===== src/rtl/latch_mapper_pkg.sv =====
package latch_mapper_pkg;
  localparam int DATA_W     = 6;
  localparam int NUM_REGS   = 8;
  localparam int SLICE_BASE = 2;
  localparam int NUM_SLICES = 4;
  localparam int OUT_LSB    = 1;
  localparam int OUT_W      = 3;

  typedef struct packed {
    logic chr_a14;
    logic chr_a13;
    logic prg_a15;
  } board_out_t;
endpackage


===== src/rtl/bus_unscramble.sv =====
module bus_unscramble #(
  parameter int DW = 6
) (
  input  logic [DW-1:0] board_d,
  output logic [DW-1:0] chip_d
);
  // board line feeding each chip bit, chip bit 0 first
  localparam int MAP [6] = '{5, 2, 0, 1, 3, 4};

  for (genvar i = 0; i < DW; i++) begin : g_bit
    assign chip_d[i] = board_d[MAP[i]];
  end
endmodule


===== src/rtl/bank_regfile.sv =====
module bank_regfile #(
  parameter int DW    = 6,
  parameter int NREG  = 8,
  localparam int SEL_W = $clog2(NREG)
) (
  input  logic              clk,
  input  logic              rst,
  input  logic              wr_sel,
  input  logic              wr_dat,
  input  logic [DW-1:0]     din,
  output logic [SEL_W-1:0]  sel_q,
  output logic [NREG*DW-1:0] regs_flat
);
  logic [DW-1:0] bank_q [NREG];

  always_ff @(posedge clk) begin
    if (rst) begin
      sel_q <= '0;
      for (int i = 0; i < NREG; i++) bank_q[i] <= '0;
    end else begin
      if (wr_sel) sel_q <= din[SEL_W-1:0];
      if (wr_dat) bank_q[sel_q] <= din;
    end
  end

  for (genvar i = 0; i < NREG; i++) begin : g_flat
    assign regs_flat[i*DW +: DW] = bank_q[i];
  end
endmodule


===== src/rtl/loop_resolver.sv =====
module loop_resolver #(
  parameter int DW     = 6,
  parameter int NREG   = 8,
  parameter int BASE   = 2,
  parameter int NSLICE = 4,
  localparam int FB_W  = $clog2(NSLICE)
) (
  input  logic [NREG*DW-1:0] regs_flat,
  output logic [DW-1:0]      eff_word
);
  logic [NSLICE-1:0] self_ok;
  logic [FB_W-1:0]   pick;

  for (genvar k = 0; k < NSLICE; k++) begin : g_slice
    assign self_ok[k] =
      (regs_flat[(BASE+k)*DW + DW-FB_W +: FB_W] == FB_W'(k));
  end

  always_comb begin
    pick = '0;
    for (int k = NSLICE-1; k >= 0; k--) begin
      if (self_ok[k]) pick = FB_W'(k);
    end
  end

  assign eff_word = regs_flat[(BASE + int'(pick))*DW +: DW];
endmodule


===== src/rtl/latch_mapper.sv =====
module latch_mapper
  import latch_mapper_pkg::*;
#(
  parameter int DW     = DATA_W,
  parameter int NREG   = NUM_REGS,
  parameter int BASE   = SLICE_BASE,
  parameter int NSLICE = NUM_SLICES
) (
  input  logic          clk,
  input  logic          rst,
  input  logic          m2,
  input  logic          romsel_n,
  input  logic          rw,
  input  logic          cpu_a0,
  input  logic          cpu_a13,
  input  logic          cpu_a14,
  input  logic [DW-1:0] cpu_d,
  output logic          prg_a15,
  output logic          chr_a13,
  output logic          chr_a14
);
  localparam int SEL_W = $clog2(NREG);

  logic                m2_q;
  logic                strobe;
  logic [DW-1:0]       chip_d;
  logic [SEL_W-1:0]    sel_q;
  logic [NREG*DW-1:0]  regs_flat;
  logic [DW-1:0]       eff_word;
  board_out_t          out_q;

  always_ff @(posedge clk) begin
    if (rst) m2_q <= 1'b0;
    else     m2_q <= m2;
  end

  assign strobe = m2_q & ~m2 & ~romsel_n & ~rw & ~cpu_a13 & ~cpu_a14;

  bus_unscramble #(.DW(DW)) u_unscr (
    .board_d (cpu_d),
    .chip_d  (chip_d)
  );

  bank_regfile #(.DW(DW), .NREG(NREG)) u_regs (
    .clk       (clk),
    .rst       (rst),
    .wr_sel    (strobe & ~cpu_a0),
    .wr_dat    (strobe & cpu_a0),
    .din       (chip_d),
    .sel_q     (sel_q),
    .regs_flat (regs_flat)
  );

  loop_resolver #(.DW(DW), .NREG(NREG), .BASE(BASE), .NSLICE(NSLICE)) u_res (
    .regs_flat (regs_flat),
    .eff_word  (eff_word)
  );

  always_ff @(posedge clk) begin
    if (rst) out_q <= '0;
    else     out_q <= eff_word[OUT_LSB +: OUT_W];
  end

  assign prg_a15 = out_q.prg_a15;
  assign chr_a13 = out_q.chr_a13;
  assign chr_a14 = out_q.chr_a14;
endmodule


===== config.mk =====
export PLATFORM = sky130hd
export DESIGN_NAME = latch_mapper
export DESIGN_NICKNAME = d
export VERILOG_FILES = /design/src/rtl/latch_mapper_pkg.sv /design/src/rtl/bus_unscramble.sv /design/src/rtl/bank_regfile.sv /design/src/rtl/loop_resolver.sv /design/src/rtl/latch_mapper.sv
export SDC_FILE = /design/constraint.sdc
export NUM_CORES = 1
export LEC_CHECK = 0
export ABC_AREA = 1
export BUFFER_PORTS_ARGS = -buffer_cell sky130_fd_sc_hd__buf_2
export CAP_MARGIN = 20
export CORE_MARGIN = 4
export CORE_UTILIZATION = 50
export DETAILED_ROUTE_END_ITERATION = 10
export GPL_TIMING_DRIVEN = 0
export HOLD_SLACK_MARGIN = 0.06
export MAX_ROUTING_LAYER = met4
export PLACE_DENSITY = 0.65
export SYNTH_ARGS = -nofsm -noshare
export SYNTH_HDL_FRONTEND = slang
export SYNTH_SLANG_ARGS = --single-unit

===== constraint.sdc =====
create_clock -name clk -period 2.9 [get_ports clk]
set_input_delay 0.145 -clock clk [delete_from_list [all_inputs] [get_ports clk]]
set_output_delay 0.145 -clock clk [all_outputs]
set_load 0.01 [all_outputs]

==> flow_summary.json <==
{
  "die_h_um": 79.4,
  "coreArea_um2": 4820,
  "syn_inst": 317,
  "vias_per_cell": 5.25,
  "io_buffers": 16,
  "antenna_found_initial": 0,
  "synth.avg_cell_area_um2": 8.04,
  "cap_violations": 0,
  "arrival_ns": 2.75,
  "clock_skew_ns": 0.00449,
  "r2r_slack_ns": 0.39,
  "synth-main-ff-cell": "edfxtp_1",
  "rsz0062_at_grt": "no",
  "worstSkewPairLatency_ns": 0.30,
  "finalCritPeriodShare": 0.866,
  "crit_family": "simple AND/OR/NAND/NOR gates",
  "drt_iter0_drc": 260,
  "grt-ovfl-total": 0,
  "synth_xor_xnor_area_share": 0,
  "yosys.area_share.simple": 0.336,
  "cts_buffer_depth": 2,
  "cts_sinks": 48,
  "maxClockFrequency_ghz": 0.398,
  "layout_min_cycle_time_ns": 2.51,
  "hpwl_mm": 4.26,
  "synth_compound_area_frac": 0.0295,
  "drive_above_1_share": 0.108,
  "holdWs_ns": 0.203,
  "crit_buf_inv": 5,
  "num_vias": 2148,
  "wire_per_inst_um": 14.6,
  "min_path_cells": 3,
  "path_cells": "nand2_1 > clkinv_1 > nand2_2 > nand2_4 > nand2_4 > buf_6 > inv_2 > ha_1 > inv_1 > nand3_1 > nand2_1 > nand2_1 > nand2_1 > inv_1 > nand2_1 > nand2_1 > nor2_1",
  "ys_ff_latch": 48,
  "crit_top_cell": "nand2_1",
  "synth-edff-count": 41,
  "critical_path_class": "flop to flop",
  "drtPass1Iterations": 5,
  "irDropWorstVdd_mv": 0.304,
  "cts_max_level": 2,
  "grt_pass1_vias": 2048,
  "nNetsFinal": 357,
  "finalInstanceArea_um2": 2840,
  "synth_top_family_by_area": "simple AND/OR/NAND/NOR gates",
  "slowest_stage": "edfxtp_1",
  "setup-violations-final": 0,
  "synth_most_common_cell": "nand2_1",
  "grt_pass1_wl_mm": 10.1,
  "place_area_um2": 2710,
  "start_util": 0.529,
  "tns_ns": 0,
  "hold_start": "cpu_a0",
  "post_cts_buffers": 0,
  "track_usage": 0.219,
  "top_level_ports": 17,
  "fp.dieW_um": 79.4,
  "cts_buffers": 5,
  "setup_ws_ns": 0.389,
  "hold_end": "u_regs.sel_q[0]$_SDFFE_PP0P_",
  "hp-class": "input pin to flop",
  "drv_slew": 0,
  "tightest_slew_ns": 0.536,
  "synthTopCellsByCount": "76 x nand2_1, 61 x nand3_1, 56 x nor2_1",
  "yosys.cell_types.count": 20,
  "slowest_delay_ns": 0.42,
  "path_clk_slew_ns": 0.09,
  "synth_top_area_cell": "edfxtp_1",
  "worstPathMaxFanout": 16,
  "multi_input_area_um2": 956,
  "reg2reg_depth": 17,
  "async_flop_share": 0,
  "crit_path_start": "u_regs.bank_q[5][4]$_SDFFCE_PN0P_",
  "crit-reg2reg-launch": "u_regs.bank_q[5][4]$_SDFFCE_PN0P_",
  "die-area_um2": 6300,
  "synth_area_um2": 2550,
  "synth_fa_ha_area_frac": 0.00982,
  "rows": 25,
  "synth_warnings": 0,
  "syn_nets": 333,
  "grt_max_degree": 15,
  "n_antenna_cell": 0,
  "relSlewSlack": 0.640,
  "finalHoldViolCount": 0,
  "gp_congestion": 0.957,
  "cts_root_buf": "clkbuf_8",
  "cts_tree": "built",
  "synth_mux_area_frac": 0,
  "regArea_um2": 1370,
  "drc_errors": 0,
  "synth_area_leaders": "edfxtp_1 48%, nand3_1 12%, nand2_1 11%, nor2_1 8.2%, dfxtp_1 5.5%",
  "crit_path_end_kind": "flop",
  "dp_slack_ns": 0.234,
  "required_ns": 3.14,
  "p_per_area_nw_per_um2": 498,
  "leakage_nw": 1.29,
  "routed_wl_mm": 5.96,
  "areaGrowthSynthToFinish_pct": 11.2,
  "antenna_left": 0,
  "r2r-end": "chr_a14$_SDFF_PP0_",
  "netlist.area_leader.share": 0.483,
  "start_kind": "flop",
  "outcome": "complete, no violations",
  "final.fill_count": 474,
  "seq_area_frac_synth": 0.538
}
-- where the power goes --
part	total (mW)	switching [mW]	internal (mW)
sequential	0.780	0.0105	0.770
combinational	0.162	0.109	0.0529
clock	0.470	0.219	0.251
-- timing repair --
action                                  CTS  global route
resized for setup                         0             0
endpoints found under the setup margin    0             3
hold endpoints to repair                  1             0
hold buffers                              2             0
-- flip-flops by register name, indices dropped and copies added (netlist names) --
name / flops
u_regs.sel_q: 3
u_regs.bank_q: 41
m2_q: 1
chr_a13: 1
prg_a15: 1
chr_a14: 1
-- layout make-up --
| type | instances | share of cell area |
|---|---|---|
| clock inverters | 3 | 0.0132 |
| flip-flops and latches | 48 | 0.484 |
| repair buffers | 18 | 0.0353 |
| inverters | 42 | 0.0556 |
| plain buffers | 9 | 0.0212 |
| multi-input cells | 217 | 0.337 |
| well taps | 67 | 0.0296 |
| clock buffers | 5 | 0.0243 |
-- placed cells by master (no fill, tap or decap), types with 3 or more instances in the layout --
cell type  synthesis  layout
nand3_1           61      61
clkinv_1           3       5
a21oi_1           10      10
edfxtp_1          41      41
dfxtp_1            7       7
o21ai_0            5       5
buf_4              4       4
inv_2              3       3
inv_1             36      36
nand2_1           76      76
buf_2              3      19
nor2_1            56      56
clkbuf_8           0       5
-- per-stage QoR --
stage                     total power, mW  cells  utilization
after CTS                            1.41    410        0.589
after global placement              0.955    400        0.563
after global routing                 1.47    409        0.589
after floorplan                     0.902    317            -
after detailed placement            0.955    400        0.563
final                                1.41    409        0.589
-- logic make-up (layout without fill, tap and decap cells) --
kind of cell,after synthesis,count (layout)
and+or+nand+nor,200,200
buffers and inverters,52,77
DFF,48,48
AOI/OAI and AO/OA,15,15
adders and majority gates,2,2
-- how the worst max path moves through the flow --
stage	endpoint	slack [ns]	cells past startpoint
floorplan	chr_a13$_SDFF_PP0_	0.71	15
global placement	chr_a13$_SDFF_PP0_	0.20	15
detailed placement	prg_a15$_SDFF_PP0_	0.23	15
CTS	chr_a13$_SDFF_PP0_	0.21	15
global route	chr_a13$_SDFF_PP0_	0.12	17
finish	chr_a14$_SDFF_PP0_	0.39	17
-- worst reg2reg max path: stages (launching register included) --
cell and delay, ns:
edfxtp_1 0.42, nand2_1 0.10, clkinv_1 0.09, nand2_2 0.10, nand2_4 0.10, nand2_4 0.10, buf_6 0.14, inv_2 0.06
ha_1 0.37, inv_1 0.42, nand3_1 0.13, nand2_1 0.09, nand2_1 0.05, nand2_1 0.06, inv_1 0.04, nand2_1 0.05
nand2_1 0.04, nor2_1 0.09
-- routing by layer --
metal	routed length [um]	track usage	vias to the layer above
met5	0	-	-
met4	116	0.0773	0
met3	441	0.0429	13
met2	2640	0.326	90
met1	2760	0.301	976
li1	-	-	1069
Note: power is estimated with default switching activity, not from simulation.
